==> src/rtl/agen_pkg.sv <==
package agen_pkg;

  localparam int DATA_W = 32;

  typedef enum logic [1:0] {
    SEL_BASE  = 2'd0,
    SEL_LIMIT = 2'd1,
    SEL_POS   = 2'd2,
    SEL_CTRL  = 2'd3
  } reg_sel_e;

  localparam int CTRL_STEREO_BIT = 14;
  localparam int CTRL_WIDE_BIT   = 13;
  localparam int CTRL_LOOP_BIT   = 12;

  typedef struct packed {
    logic [31:0] base;
    logic [15:0] last;
    logic [15:0] step;
    logic        stereo;
    logic        wide;
    logic        loop_en;
  } chan_cfg_t;

  // log2 of the bytes per frame: mono 8-bit 0, one doubling 1, both 2
  function automatic logic [1:0] frame_shift(input logic stereo, input logic wide);
    frame_shift = {1'b0, stereo} + {1'b0, wide};
  endfunction

endpackage

==> src/rtl/agen_cfg_regs.sv <==
module agen_cfg_regs
  import agen_pkg::*;
(
  input  logic              clk,
  input  logic              rst_n,
  input  logic              wr_en,
  input  logic [1:0]        wr_sel,
  input  logic [DATA_W-1:0] wr_data,
  output chan_cfg_t         cfg,
  output logic              pos_wr,
  output logic              ctrl_wr
);

  assign pos_wr  = wr_en && (wr_sel == SEL_POS);
  assign ctrl_wr = wr_en && (wr_sel == SEL_CTRL);

  always_ff @(posedge clk) begin
    if (!rst_n) begin
      cfg <= '0;
    end else if (wr_en) begin
      case (reg_sel_e'(wr_sel))
        SEL_BASE:  cfg.base <= wr_data;
        SEL_LIMIT: begin
          cfg.last <= wr_data[31:16];
          cfg.step <= wr_data[15:0];
        end
        SEL_CTRL: begin
          cfg.stereo  <= wr_data[CTRL_STEREO_BIT];
          cfg.wide    <= wr_data[CTRL_WIDE_BIT];
          cfg.loop_en <= wr_data[CTRL_LOOP_BIT];
        end
        default: ;
      endcase
    end
  end

endmodule

==> src/rtl/agen_phase_acc.sv <==
module agen_phase_acc #(
  parameter int IDX_W  = 16,
  parameter int FRAC_W = 12,
  parameter int STEP_W = 16
) (
  input  logic              clk,
  input  logic              rst_n,
  input  logic              adv_req,
  input  logic              any_wr,
  input  logic              pos_wr,
  input  logic              ctrl_wr,
  input  logic [IDX_W-1:0]  wr_idx,
  input  logic [FRAC_W-1:0] wr_frac,
  input  logic [IDX_W-1:0]  last,
  input  logic [STEP_W-1:0] step,
  input  logic              loop_en,
  output logic [IDX_W-1:0]  idx,
  output logic [FRAC_W-1:0] frac,
  output logic              end_pulse,
  output logic              go,
  output logic              ovf,
  output logic              halt_q
);

  localparam int SUM_W = IDX_W + FRAC_W + 1;

  logic [SUM_W-1:0] sum;
  logic [IDX_W:0]   next_idx;

  assign sum      = {1'b0, idx, frac} + SUM_W'(step);
  assign next_idx = sum[SUM_W-1:FRAC_W];
  assign ovf      = next_idx > {1'b0, last};
  assign go       = adv_req && !halt_q && !any_wr;

  always_ff @(posedge clk) begin
    if (!rst_n) begin
      idx       <= '0;
      frac      <= '0;
      halt_q    <= 1'b0;
      end_pulse <= 1'b0;
    end else begin
      end_pulse <= go && ovf;
      if (pos_wr) begin
        idx    <= wr_idx;
        frac   <= wr_frac;
        halt_q <= 1'b0;
      end else if (ctrl_wr) begin
        halt_q <= 1'b0;
      end else if (go) begin
        if (ovf) begin
          if (loop_en) begin
            idx  <= '0;
            frac <= sum[FRAC_W-1:0];
          end else begin
            halt_q <= 1'b1;
          end
        end else begin
          idx  <= next_idx[IDX_W-1:0];
          frac <= sum[FRAC_W-1:0];
        end
      end
    end
  end

endmodule

==> src/rtl/agen_addr_calc.sv <==
module agen_addr_calc
  import agen_pkg::*;
#(
  parameter int IDX_W  = 16,
  parameter int ADDR_W = 32
) (
  input  logic [ADDR_W-1:0] base,
  input  logic [IDX_W-1:0]  idx,
  input  logic              stereo,
  input  logic              wide,
  output logic [ADDR_W-1:0] addr
);

  logic [1:0] shamt;

  assign shamt = frame_shift(stereo, wide);
  assign addr  = base + (ADDR_W'(idx) << shamt);

endmodule

==> src/rtl/loop_addr_gen.sv <==
module loop_addr_gen
  import agen_pkg::*;
#(
  parameter int IDX_W  = 16,
  parameter int FRAC_W = 12,
  parameter int STEP_W = 16
) (
  input  logic        clk,
  input  logic        rst_n,
  input  logic        wr_en,
  input  logic [1:0]  wr_sel,
  input  logic [31:0] wr_data,
  input  logic        tick,
  input  logic        run,
  output logic [31:0] fetch_addr,
  output logic [31:0] pos_rd,
  output logic        end_pulse
);

  localparam int PAD_W = DATA_W - IDX_W - FRAC_W;

  chan_cfg_t         cfg;
  logic              pos_wr, ctrl_wr;
  logic [IDX_W-1:0]  idx;
  logic [FRAC_W-1:0] frac;
  logic              adv_go, adv_ovf, halt_q;
  logic              wrap_evt;

  agen_cfg_regs u_regs (
    .clk     (clk),
    .rst_n   (rst_n),
    .wr_en   (wr_en),
    .wr_sel  (wr_sel),
    .wr_data (wr_data),
    .cfg     (cfg),
    .pos_wr  (pos_wr),
    .ctrl_wr (ctrl_wr)
  );

  agen_phase_acc #(.IDX_W(IDX_W), .FRAC_W(FRAC_W), .STEP_W(STEP_W)) u_acc (
    .clk       (clk),
    .rst_n     (rst_n),
    .adv_req   (tick && run),
    .any_wr    (wr_en),
    .pos_wr    (pos_wr),
    .ctrl_wr   (ctrl_wr),
    .wr_idx    (wr_data[DATA_W-1 -: IDX_W]),
    .wr_frac   (wr_data[FRAC_W-1:0]),
    .last      (cfg.last[IDX_W-1:0]),
    .step      (cfg.step[STEP_W-1:0]),
    .loop_en   (cfg.loop_en),
    .idx       (idx),
    .frac      (frac),
    .end_pulse (end_pulse),
    .go        (adv_go),
    .ovf       (adv_ovf),
    .halt_q    (halt_q)
  );

  agen_addr_calc #(.IDX_W(IDX_W), .ADDR_W(DATA_W)) u_addr (
    .base   (cfg.base),
    .idx    (idx),
    .stereo (cfg.stereo),
    .wide   (cfg.wide),
    .addr   (fetch_addr)
  );

  assign pos_rd   = {idx, {PAD_W{1'b0}}, frac};
  assign wrap_evt = adv_go && adv_ovf && cfg.loop_en;

endmodule

==> config.mk <==
export PLATFORM = sky130hd
export DESIGN_NAME = loop_addr_gen
export DESIGN_NICKNAME = d
export VERILOG_FILES = /design/src/rtl/agen_pkg.sv /design/src/rtl/agen_cfg_regs.sv /design/src/rtl/agen_phase_acc.sv /design/src/rtl/agen_addr_calc.sv /design/src/rtl/loop_addr_gen.sv
export SDC_FILE = /design/constraint.sdc
export NUM_CORES = 1
export LEC_CHECK = 0
export BUFFER_PORTS_ARGS = -buffer_cell sky130_fd_sc_hd__clkbuf_2
export CORE_UTILIZATION = 45
export CTS_BUF_LIST = sky130_fd_sc_hd__clkbuf_4 sky130_fd_sc_hd__clkbuf_8
export DETAILED_ROUTE_END_ITERATION = 16
export GPL_ROUTABILITY_DRIVEN = 0
export PLACE_DENSITY_LB_ADDON = 0.15
export SYNTH_ARGS = -nofsm -noshare
export SYNTH_HDL_FRONTEND = slang
export SYNTH_SLANG_ARGS = --single-unit
==> constraint.sdc <==
create_clock -name clk -period 7 [get_ports clk]
set_input_delay 0.7 -clock clk [delete_from_list [all_inputs] [get_ports clk]]
set_output_delay 0.7 -clock clk [all_outputs]
set_load 0.05 [all_outputs]
==> metrics.md <==
| Metric | Value |
|---|---|
| # DRC | 0 |
| Clock transition at the registers of the reported paths | about 100 ps |
| Crit-path cells | ha_1 > inv_1 > fa_1 > nand2b_1 > a211oi_1 > nor2_1 > o31ai_1 > a31oi_1 > xnor2_1 > ha_1 > a21oi_1 > o21ai_0 > a2111o_1 > a2111oi_4 > o2bb2ai_2 > o211ai_2 > buf_4 > nor2_1 > a311oi_1 |
| Post-layout util | 0.524 |
| Internal reg-to-reg setup slack | 1660 ps |
| Worst setup EP type | register |
| Die height | about 120 µm |
| I/O pins | ~100 |
| Status | completed |
| Detailed Place HPWL | about 14000 µm |
| Worst setup SP type | register |
| Synthesis-to-layout area growth | 12.0% |
| Final Hold Fails | 0 |
| Worst setup margin | around 1700 ps |
| Register area share after synthesis | 0.294 |
| Initial antenna violation count | 0 |
| Unrepaired setup endpoints after global routing | false |
| Diode count | 0 |
| FMAX | about 190 MHz |
| Period utilization | 0.763 |
| Post_cts resized | 0 |
| Mapped cell area | about 6600 µm² |
| WL/cell | between 15 and 20 µm |
| Initial core utilization | 0.468 |
| Via count | approximately 6300 |
| FILL cells | around 1400 |
| CTS tree | yes |
| Synth warn | 0 |
| Total Wirelength | between 15000 and 20000 µm |
| # rows | 43 |
| Req. time, crit path | 7290 ps |
| Grt ovf | 0 |
| Root buf cell | clkbuf_8 |
| CTS Sinks | between 90 and 100 |
| First DRT Iteration DRCs | approximately 370 |
| Post-synth cell types | 61 |
| Clock skew | ~4.6 ps |
| # hold bufs at CTS | 0 |
| Vias in the first global route | 5622 |
| Core ar. | ~14000 µm² |
| TNS Setup | 0 ps |
| Max-slew violations | 0 |
| Synth async-reset ratio | 0 |
| Synth Instances | between 800 and 900 |
| Final Total Pwr | between 1 and 1.5 mW |
| CP bufs+invs | 2 |
| Port bufs | 99 |
| EDFF count, synth | 0 |
| First-pass DRT Iterations | 6 |
| CP max stage cell | o211ai_2 |
| CTS Buf Count | 9 |
| Register area | 1940 µm² |
| Largest net degree at the start of global routing | 83 |
| Max stage delay on crit path | ~500 ps |
| Area of the multi-input gates | roughly 4400 µm² |
| Avg Cell Area, Syn | a little under 8 µm² |
| Worst EP arrival | 5640 ps |
| Critical path's top delay family | compound AO/OA/AOI/OAI gates |
| Yosys reg bits | 97 |
| # Post-CTS Setup Buffers | 0 |
| Hold Path Class | register to register |
| Via density per instance | between 5 and 6 |
| GRT Resource Usage Total | 0.261 |
| Layout Nets | ~1000 |
| Clock buffer depth | 2 |
| Post-Place Worst Slack | 1720 ps |
| Type of the worst setup path | register to register |
| Max FO, Critical Path | 21 |
| Max rail drop VDD | ~0.11 mV |
| Lkg Pwr | approximately 3.1 nW |
| Setup violators final | 0 |
| Worst-Skew Late Latency | slightly below 400 ps |
| Worst rel slew slack | 0.368 |
| Max_cap viols | 0 |
| H-tree depth | 3 |
| Die ar. | about 15000 µm² |
| First-pass GRT wire length | ~30000 µm |
| Pwr dens | ~200 nW/µm² |
| Layout cells sized above 1 | 0.145 |
| Actual slew at the worst max-slew pin | between 900 and 1000 ps |
| Final period demand of the worst path | 5340 ps |
| Die span in x | between 100 and 150 µm |
| Antenna Violating Nets Remaining | 0 |
| Most used DFF post-synth | dfxtp_1 |
-- worst min-delay path, cell delays in order (launching register included) --
cell and delay (ps):
dfxtp_1 320, nand2_1 50, a21oi_1 50
-- state kept, by name (all words and copies together), names as in the netlist --
name / cells
u_acc.frac: 12
u_regs.cfg: 67
u_acc.halt_q: 1
u_acc.end_pulse: 1
u_acc.idx: 16
-- cells in the mapped netlist (2+ instances only) --
master | n | area share
buf_1 | 2 | 0.0011
o21ai_0 | 33 | 0.025
and2_1 | 5 | 0.0047
o21bai_1 | 7 | 0.0080
ha_1 | 52 | 0.099
a311oi_1 | 8 | 0.011
a2111oi_0 | 2 | 0.0027
nor4_1 | 5 | 0.0047
o211a_1 | 2 | 0.0030
nand2_1 | 175 | 0.10
inv_1 | 32 | 0.018
or2_2 | 4 | 0.0038
o211ai_1 | 4 | 0.0046
nand2b_1 | 5 | 0.0047
a211oi_1 | 12 | 0.014
xor2_1 | 18 | 0.024
a41oi_1 | 4 | 0.0053
a31oi_1 | 5 | 0.0047
xnor2_1 | 35 | 0.046
o31a_1 | 3 | 0.0040
nor2b_1 | 5 | 0.0047
nand3b_1 | 2 | 0.0023
nor2_1 | 42 | 0.024
o22ai_1 | 2 | 0.0019
a21oi_1 | 100 | 0.076
or3_1 | 3 | 0.0028
o21a_1 | 11 | 0.013
nor3b_1 | 2 | 0.0023
nand3_1 | 21 | 0.016
and3_1 | 10 | 0.0095
a22oi_1 | 2 | 0.0023
mux2i_1 | 30 | 0.046
o2bb2ai_1 | 3 | 0.0040
buf_4 | 4 | 0.0046
a21o_1 | 12 | 0.014
and4_1 | 5 | 0.0066
nor3_1 | 12 | 0.0091
fa_1 | 2 | 0.0061
o31ai_1 | 3 | 0.0034
a221oi_1 | 7 | 0.0093
nand4_1 | 11 | 0.010
clkbuf_1 | 41 | 0.023
dfxtp_1 | 97 | 0.29
-- kinds of logic (layout without fill, tap and decap cells) --
group | count (synthesis) | after routing | synth area share
AOI/OAI and AO/OA | 230 | 230 | 0.224
xor gates and xnor gates | 53 | 53 | 0.0704
adders and majority gates | 54 | 54 | 0.105
buffers and inverters | 81 | 154 | 0.0485
DFF | 97 | 97 | 0.294
muxes | 31 | 31 | 0.0472
other | 1 | 4 | 0.000568
and+or+nand+nor | 311 | 311 | 0.210
-- layout by cell type (no fill, tap or decap), types with 6 or more instances in the layout --
cell type / Yosys / final
clkbuf_8: 0 / 10
o21bai_1: 7 / 7
o21a_1: 11 / 11
nand2_1: 175 / 175
o21ai_0: 33 / 33
nor3_1: 12 / 12
nand3_1: 21 / 21
a211oi_1: 12 / 12
ha_1: 52 / 52
dfxtp_1: 97 / 97
a311oi_1: 8 / 8
xnor2_1: 35 / 35
a21oi_1: 100 / 100
nand4_1: 11 / 11
and3_1: 10 / 10
nor2_1: 42 / 41
inv_1: 32 / 32
buf_4: 4 / 6
mux2i_1: 30 / 30
a21o_1: 12 / 12
a221oi_1: 7 / 7
clkbuf_2: 0 / 99
xor2_1: 18 / 18
-- power by group --
part | switching [mW] | internal (mW) | total, mW
Combinational | 0.319 | 0.140 | 0.459
Sequential | 0.0344 | 0.580 | 0.615
Clock | 0.216 | 0.176 | 0.391
Total | 0.569 | 0.896 | 1.46
-- worst paths after layout --
path	startpoint	endpoint	depth (start not counted)
setup / recovery	u_acc.frac[0]$_SDFFE_PN0P_	u_acc.frac[0]$_SDFFE_PN0P_	19
hold / removal	u_regs.cfg[34]$_SDFFE_PN0P_	u_regs.cfg[34]$_SDFFE_PN0P_	2
setup reg to reg	u_acc.frac[0]$_SDFFE_PN0P_	u_acc.frac[0]$_SDFFE_PN0P_	19
hold reg to reg	u_regs.cfg[34]$_SDFFE_PN0P_	u_regs.cfg[34]$_SDFFE_PN0P_	2
-- layer usage --
| layer | part of all wire | up-vias | routed length (µm) | track usage |
|---|---|---|---|---|
| li1 | - | 3159 | - | - |
| met1 | 0.50 | 2918 | 9500 | 0.378 |
| met2 | 0.44 | 165 | 8450 | 0.404 |
| met3 | 0.052 | 20 | 993 | 0.0378 |
| met4 | 0.012 | 0 | 221 | 0.0655 |
| met5 | 0 | - | 0 | 0 |
-- cell type report --
cell class	count	share of cell area
Multi-Input combinational cell	683	0.589
Timing Repair Buffer	105	0.0731
Tap cell	180	0.0305
Sequential cell	97	0.263
Clock inverter	6	0.00914
Inverter	33	0.0168
Clock buffer	10	0.0186
-- per-stage QoR --
stage | area, µm² | cells | hold slack, ps
finish | 7390 | 1114 | 460
global route | 7390 | 1114 | 475
CTS | 7390 | 1114 | 462
detailed placement | 7190 | 1098 | 448
global placement | 7190 | 1098 | 442
floorplan | 6610 | 861 | 436
No activity file was read; power rests on OpenSTA's default activity.
